### src/rtl/bb_pkg.sv
package bb_pkg;
   typedef enum logic [1:0] {
      SZ_BYTE = 2'd0,
      SZ_HALF = 2'd1,
      SZ_WORD = 2'd2
   } bb_size_e;

   typedef enum logic [1:0] {
      ST_IDLE  = 2'd0,
      ST_READ  = 2'd1,
      ST_MODWR = 2'd2,
      ST_RESP  = 2'd3
   } bb_state_e;
endpackage

### src/rtl/bb_window_decode.sv
module bb_window_decode #(
   parameter int ADDR_W    = 32,
   parameter int SPAN_LOG2 = 25,
   parameter int NUM_WIN   = 2,
   parameter int SHIFT     = 5,
   parameter logic [NUM_WIN*ADDR_W-1:0] ALIAS_BASES  = '0,
   parameter logic [NUM_WIN*ADDR_W-1:0] TARGET_BASES = '0
) (
   input  logic [ADDR_W-1:0] addr_i,
   output logic              hit_o,
   output logic [ADDR_W-1:0] target_o
);
   localparam int TAG_W = ADDR_W - SPAN_LOG2;

   logic [NUM_WIN-1:0] hit_w;
   logic [ADDR_W-1:0]  tgt_w [NUM_WIN];
   logic [ADDR_W-1:0]  off_ext;

   assign off_ext = ADDR_W'(addr_i[SPAN_LOG2-1:0]);

   for (genvar gi = 0; gi < NUM_WIN; gi++) begin : g_win
      assign hit_w[gi] = (addr_i[ADDR_W-1:SPAN_LOG2] ==
                          ALIAS_BASES[gi*ADDR_W+SPAN_LOG2 +: TAG_W]);
      assign tgt_w[gi] = TARGET_BASES[gi*ADDR_W +: ADDR_W] | (off_ext >> SHIFT);
   end

   // lowest-numbered window wins if bases ever overlap
   always_comb begin
      hit_o    = 1'b0;
      target_o = addr_i;
      for (int i = NUM_WIN - 1; i >= 0; i--) begin
         if (hit_w[i]) begin
            hit_o    = 1'b1;
            target_o = tgt_w[i];
         end
      end
   end
endmodule

### src/rtl/bb_bit_locate.sv
module bb_bit_locate
   import bb_pkg::*;
#(
   parameter int ADDR_W = 32,
   parameter int DATA_W = 32
) (
   input  logic [ADDR_W-1:0]          tgt_i,
   input  logic [4:0]                 sel_i,   // alias offset bits [6:2]
   input  logic [1:0]                 size_i,
   output logic [ADDR_W-1:0]          addr_o,
   output logic [$clog2(DATA_W)-1:0]  pos_o,
   output logic [DATA_W/8-1:0]        be_o
);
   localparam int LANES = DATA_W / 8;
   localparam int POS_W = $clog2(DATA_W);

   always_comb begin
      case (bb_size_e'(size_i))
         SZ_BYTE: begin
            addr_o = tgt_i;
            pos_o  = POS_W'({tgt_i[1:0], 3'b000}) + POS_W'(sel_i[2:0]);
            be_o   = LANES'(1) << tgt_i[1:0];
         end
         SZ_HALF: begin
            addr_o = {tgt_i[ADDR_W-1:1], 1'b0};
            pos_o  = POS_W'({tgt_i[1], 4'b0000}) + POS_W'(sel_i[3:0]);
            be_o   = tgt_i[1] ? LANES'(4'b1100) : LANES'(4'b0011);
         end
         default: begin
            addr_o = {tgt_i[ADDR_W-1:2], 2'b00};
            pos_o  = POS_W'(sel_i);
            be_o   = {LANES{1'b1}};
         end
      endcase
   end
endmodule

### src/rtl/bb_bit_merge.sv
module bb_bit_merge #(
   parameter int DATA_W = 32
) (
   input  logic [DATA_W-1:0]          rdata_i,
   input  logic [$clog2(DATA_W)-1:0]  pos_i,
   input  logic                       set_i,
   output logic                       bit_o,
   output logic [DATA_W-1:0]          merged_o
);
   logic [DATA_W-1:0] mask;

   assign mask     = DATA_W'(1) << pos_i;
   assign bit_o    = |(rdata_i & mask);
   assign merged_o = set_i ? (rdata_i | mask) : (rdata_i & ~mask);
endmodule

### src/rtl/bitband_bridge.sv
module bitband_bridge
   import bb_pkg::*;
#(
   parameter int ADDR_W    = 32,
   parameter int DATA_W    = 32,
   parameter int SPAN_LOG2 = 25,
   parameter int NUM_WIN   = 2,
   parameter logic [NUM_WIN*ADDR_W-1:0] ALIAS_BASES  = {32'h4200_0000, 32'h2200_0000},
   parameter logic [NUM_WIN*ADDR_W-1:0] TARGET_BASES = {32'h4000_0000, 32'h2000_0000}
) (
   input  logic              clk,
   input  logic              rst_n,
   input  logic              up_valid,
   output logic              up_ready,
   input  logic              up_write,
   input  logic [ADDR_W-1:0] up_addr,
   input  logic [1:0]        up_size,
   input  logic [DATA_W-1:0] up_wdata,
   input  logic [DATA_W/8-1:0] up_be,
   output logic [DATA_W-1:0] up_rdata,
   output logic              mem_req,
   input  logic              mem_ack,
   output logic              mem_write,
   output logic              mem_lock,
   output logic [ADDR_W-1:0] mem_addr,
   output logic [1:0]        mem_size,
   output logic [DATA_W/8-1:0] mem_be,
   output logic [DATA_W-1:0] mem_wdata,
   input  logic [DATA_W-1:0] mem_rdata
);
   localparam int LANES = DATA_W / 8;
   localparam int POS_W = $clog2(DATA_W);
   localparam int SHIFT = $clog2(DATA_W);   // one alias word per target bit

   if (DATA_W != 32) begin : g_bad_data_w
      $error("bitband_bridge: DATA_W must be 32");
   end
   if (SPAN_LOG2 < SHIFT + 2 || SPAN_LOG2 >= ADDR_W) begin : g_bad_span
      $error("bitband_bridge: SPAN_LOG2 out of range");
   end
   if (NUM_WIN < 1) begin : g_bad_win
      $error("bitband_bridge: NUM_WIN must be at least 1");
   end

   // ---------------- request decode ----------------
   logic              hit;
   logic [ADDR_W-1:0] tgt;
   logic [ADDR_W-1:0] al_addr;
   logic [POS_W-1:0]  al_pos;
   logic [LANES-1:0]  al_be;

   bb_window_decode #(
      .ADDR_W      (ADDR_W),
      .SPAN_LOG2   (SPAN_LOG2),
      .NUM_WIN     (NUM_WIN),
      .SHIFT       (SHIFT),
      .ALIAS_BASES (ALIAS_BASES),
      .TARGET_BASES(TARGET_BASES)
   ) u_decode (
      .addr_i  (up_addr),
      .hit_o   (hit),
      .target_o(tgt)
   );

   bb_bit_locate #(
      .ADDR_W(ADDR_W),
      .DATA_W(DATA_W)
   ) u_locate (
      .tgt_i (tgt),
      .sel_i (up_addr[6:2]),
      .size_i(up_size),
      .addr_o(al_addr),
      .pos_o (al_pos),
      .be_o  (al_be)
   );

   // ---------------- latched request ----------------
   bb_state_e         state_q;
   logic              alias_q;
   logic              write_q;
   logic              setv_q;
   logic [ADDR_W-1:0] addr_q;
   logic [1:0]        size_q;
   logic [LANES-1:0]  be_q;
   logic [DATA_W-1:0] wdata_q;
   logic [POS_W-1:0]  pos_q;
   logic [DATA_W-1:0] rdata_q;
   logic [DATA_W-1:0] mod_q;

   logic              rd_bit;
   logic [DATA_W-1:0] merged;

   bb_bit_merge #(
      .DATA_W(DATA_W)
   ) u_merge (
      .rdata_i (mem_rdata),
      .pos_i   (pos_q),
      .set_i   (setv_q),
      .bit_o   (rd_bit),
      .merged_o(merged)
   );

   logic accept;
   assign accept = (state_q == ST_IDLE) && up_valid;

   always_ff @(posedge clk) begin
      if (!rst_n) begin
         alias_q <= 1'b0;
         write_q <= 1'b0;
         setv_q  <= 1'b0;
         addr_q  <= '0;
         size_q  <= '0;
         be_q    <= '0;
         wdata_q <= '0;
         pos_q   <= '0;
      end else if (accept) begin
         alias_q <= hit;
         write_q <= up_write;
         setv_q  <= up_wdata[0];
         addr_q  <= hit ? al_addr : up_addr;
         size_q  <= up_size;
         be_q    <= hit ? al_be : up_be;
         wdata_q <= up_wdata;
         pos_q   <= al_pos;
      end
   end

   // ---------------- sequencer ----------------
   bb_state_e state_d;

   always_comb begin
      state_d = state_q;
      case (state_q)
         ST_IDLE:  if (up_valid) state_d = ST_READ;
         ST_READ:  if (mem_ack)  state_d = (alias_q && write_q) ? ST_MODWR : ST_RESP;
         ST_MODWR: if (mem_ack)  state_d = ST_RESP;
         ST_RESP:  if (up_valid) state_d = ST_IDLE;
         default:                state_d = ST_IDLE;
      endcase
   end

   always_ff @(posedge clk) begin
      if (!rst_n) begin
         state_q <= ST_IDLE;
         rdata_q <= '0;
         mod_q   <= '0;
      end else begin
         state_q <= state_d;
         if (state_q == ST_READ && mem_ack) begin
            mod_q <= merged;
            if (write_q)      rdata_q <= '0;
            else if (alias_q) rdata_q <= DATA_W'(rd_bit);
            else              rdata_q <= mem_rdata;
         end
      end
   end

   // ---------------- port drive ----------------
   logic in_mem;
   assign in_mem    = (state_q == ST_READ) || (state_q == ST_MODWR);

   assign mem_req   = in_mem;
   assign mem_write = (state_q == ST_MODWR) || ((state_q == ST_READ) && !alias_q && write_q);
   assign mem_lock  = in_mem && alias_q && write_q;
   assign mem_addr  = addr_q;
   assign mem_size  = size_q;
   assign mem_be    = be_q;
   assign mem_wdata = (state_q == ST_MODWR) ? mod_q : wdata_q;

   assign up_ready  = (state_q == ST_RESP);
   assign up_rdata  = rdata_q;
endmodule

### config.mk
export PLATFORM = sky130hd
export DESIGN_NAME = bitband_bridge
export DESIGN_NICKNAME = d
export VERILOG_FILES = /design/src/rtl/bb_pkg.sv /design/src/rtl/bb_window_decode.sv /design/src/rtl/bb_bit_locate.sv /design/src/rtl/bb_bit_merge.sv /design/src/rtl/bitband_bridge.sv
export SDC_FILE = /design/constraint.sdc
export NUM_CORES = 1
export LEC_CHECK = 0
export ABC_AREA = 1
export BUFFER_PORTS_ARGS = -buffer_cell sky130_fd_sc_hd__buf_2
export CORE_MARGIN = 8
export CORE_UTILIZATION = 25
export CTS_BUF_LIST = sky130_fd_sc_hd__clkbuf_4 sky130_fd_sc_hd__clkbuf_8
export DETAILED_ROUTE_END_ITERATION = 10
export SLEW_MARGIN = 20
export SYNTH_ARGS = -nofsm -noshare
export SYNTH_HDL_FRONTEND = slang
export SYNTH_SLANG_ARGS = --single-unit
### constraint.sdc
create_clock -name clk -period 1.8 [get_ports clk]
set_input_delay 0.36 -clock clk [delete_from_list [all_inputs] [get_ports clk]]
set_output_delay 0.36 -clock clk [all_outputs]
set_load 0.05 [all_outputs]
==> reports/results.ini <==
[global_routing]
grt.total_usage=0.152
grt-ovfl-total=0
grt_max_degree=66
grt_pass1_vias=7169
antenna_found_initial=2
grt_pass1_wl_um=39700

[timing]
rsz0062_at_grt=true
skew_ns=0.0155
finalHoldViolations=0
slew_violations=0
setup_violations=34
max_freq_ghz=0.514
period_share=1.08
period_needed_ns=1.94
setup_slack_ns=-0.144
tightest_slew_ns=0.369
finalHoldWorstSlack_ns=0.146
maxSlewHeadroom=0.754

[route]
wire_per_inst_um=16.9
vias=7401
vias_per_cell=4.81
ant_nets=0
first_pass_iters=5
drc_errors=0
drtIter0Drc=534
wirelength_um=26100

[clock_tree]
clk_pin_slew_ns=0.09
clockRootBuffer=clkbuf_8
cts_tree=built
numCtsBuffers=17
clk_path_buf_depth=2
cts_max_level=4
clock_latency_ns=0.46
clock-sinks=143
holdBufCountCts=0

[finish]
design_area_um2=9200
multiInputGateArea_um2=3550
syn2layout_area_growth_pct=34.0
diodes=0
nNetsFinal=1296
drive_gt1_frac=0.296
fillers=2854
layout.cells.non_filler=1538
regArea_um2=2870

[floorplanning]
rows=60
ioPinCount=213
die_area_um2=33000
start_util=0.255
die_h_um=182
coreArea_um2=27000
die_x_um=182

[setup_path]
critPathTopFamily=buffers and inverters
rrSetupSlack_ns=0.14
path_buf_inv=3
arrival_ns=1.58
end_kind=output pin
path_class=reg2out
cp-start-kind=flip-flop
slowest_delay_ns=0.36
crit_slowest_cell=dfxtp_2
reg2reg_to=wdata_q[16]$_SDFFE_PN0P_
worstPathCellList=buf_4 > ha_4 > inv_2 > o31ai_4 > buf_12
cp_max_fo=4
r2r_cells=8
crit_path_start=state_q[0]$_SDFFE_PN0P_
worst_ep_required_time_ns=1.44
reg2reg_from=state_q[1]$_SDFFE_PN0P_

[hold_path]
whs_endpoint=wdata_q[24]$_SDFFE_PN0P_
hold_class=in2reg
hold_start=up_wdata[24]
hold_path_depth=3

[placement]
place_area_um2=8480
dp.cells=1504
port_buffers=212
gp_congestion=0.898
dp.final_hpwl_um=19100

[logic_synthesis]
synth_cells=998
synth.most_common_cell=nand2_1
yosys-top-cells-count=nand2_1 (248), dfxtp_1 (143), nor2_1 (111), o21ai_0 (87), inv_1 (66)
synth_seq_cells=143
synth_top_area_share=0.417
avgSynthCellArea_um2=6.88
synthDistinctLibCells=29
yosysSeqAreaShare=0.417
synth_edf_count=0
yosys_most_used_dff=dfxtp_1
syn_nets=1110
ys_async_sr_fraction=0
syn-cell-area_um2=6870
yosysWarnings=0
synthTopCellsByArea=dfxtp_1 (42%), nand2_1 (14%), o21ai_0 (6.3%)
synth_area_leader_cell=dfxtp_1

[power]
finalPower_mw=13.6
power.density_nw_per_um2=1480
p_leak_nw=4.22
ir_worst_vdd_mv=0.652

[job]
cap_violations=0

[status]
status=complete, but fails checks
violations=setup timing

[stage by stage]
| stage | util | setup WS, ns | TNS, ns |
|---|---|---|---|
| floorplan | - | -0.0406 | -0.245 |
| global placement | 0.315 | 0.00584 | 0 |
| detailed placement | 0.315 | -0.000576 | -0.000576 |
| CTS | 0.340 | -0.207 | -6.66 |
| global route | 0.341 | -0.223 | -6.66 |
| finish | 0.341 | -0.144 | -4.24 |
[sequential cells by signal, indices dropped and copies added, names as in the netlist]
signal    count
mem_addr     32
write_q       1
wdata_q      32
pos_q         5
mod_q        32
up_rdata     32
mem_be        4
mem_size      2
alias_q       1
state_q       2
[how the worst max path moves through the flow]
stage,end,slack (ns),cells after the start
finish,mem_write,-0.14,5
global route,mem_wdata[7],-0.22,7
CTS,mem_wdata[31],-0.21,6
detailed placement,mem_wdata[28],-0.0006,6
global placement,mem_wdata[28],0.006,6
floorplan,mem_lock,-0.04,4
[worst reg2reg max path: stages (launching register included)]
cell     delay [ns]
dfxtp_4        0.37
inv_2          0.10
ha_1           0.19
nand2_2        0.08
inv_2          0.10
buf_12         0.25
buf_4          0.33
nor2_1         0.08
nor2_1         0.12
[cells in the final DEF, fill, tap and decap left out, drive strengths merged, types with 3 or more instances in the layout]
cell and n:
o211ai 46, clkinv 5, dfxtp 143, o21ai 87, a21oi 53, nand2 256, ha 5, inv 78
nor3 3, nor2 121, a22o 3, buf 244, nand4 57, a31oi 10, nand3 61, clkbuf 18
[cell type report]
class / instances / area share
Clock buffer: 17 / 0.0254
Clock inverter: 15 / 0.0160
Inverter: 71 / 0.0298
Multi-Input combinational cell: 706 / 0.385
Sequential cell: 143 / 0.312
Tap cell: 341 / 0.0464
Timing Repair Buffer: 245 / 0.185
[routing by layer]
metal / track usage / vias up / wire length, um
met5: 0 / - / 27
met4: 0.0426 / 4 / 374
met3: 0.0489 / 28 / 2220
met2: 0.235 / 306 / 11600
met1: 0.199 / 3367 / 11800
li1: - / 3696 / -
[cell families (layout without fill, tap and decap cells)]
| logic type | Yosys count | after routing | share of synthesized area |
|---|---|---|---|
| compound gates | 202 | 202 | 0.169 |
| buf+inv | 149 | 348 | 0.0883 |
| fa+ha+maj | 5 | 5 | 0.00911 |
| xor+xnor | 1 | 1 | 0.00128 |
| flops | 143 | 143 | 0.417 |
| simple gates | 498 | 498 | 0.315 |
[report_power, final]
group	switching [mW]	internal, mW
logic	4.66	2.08
registers	0.428	3.84
clock network	1.46	1.14
[repair_timing]
action / CTS / global route
cloned: 1 / 0
endpoints found under the setup margin: 35 / 37
gates resized for setup: 87 / 14
pin swaps: 1 / 3
buffers inserted: 1 / 0
hold endpoints to repair: 0 / 0
No activity file was read; power rests on OpenSTA's default activity.
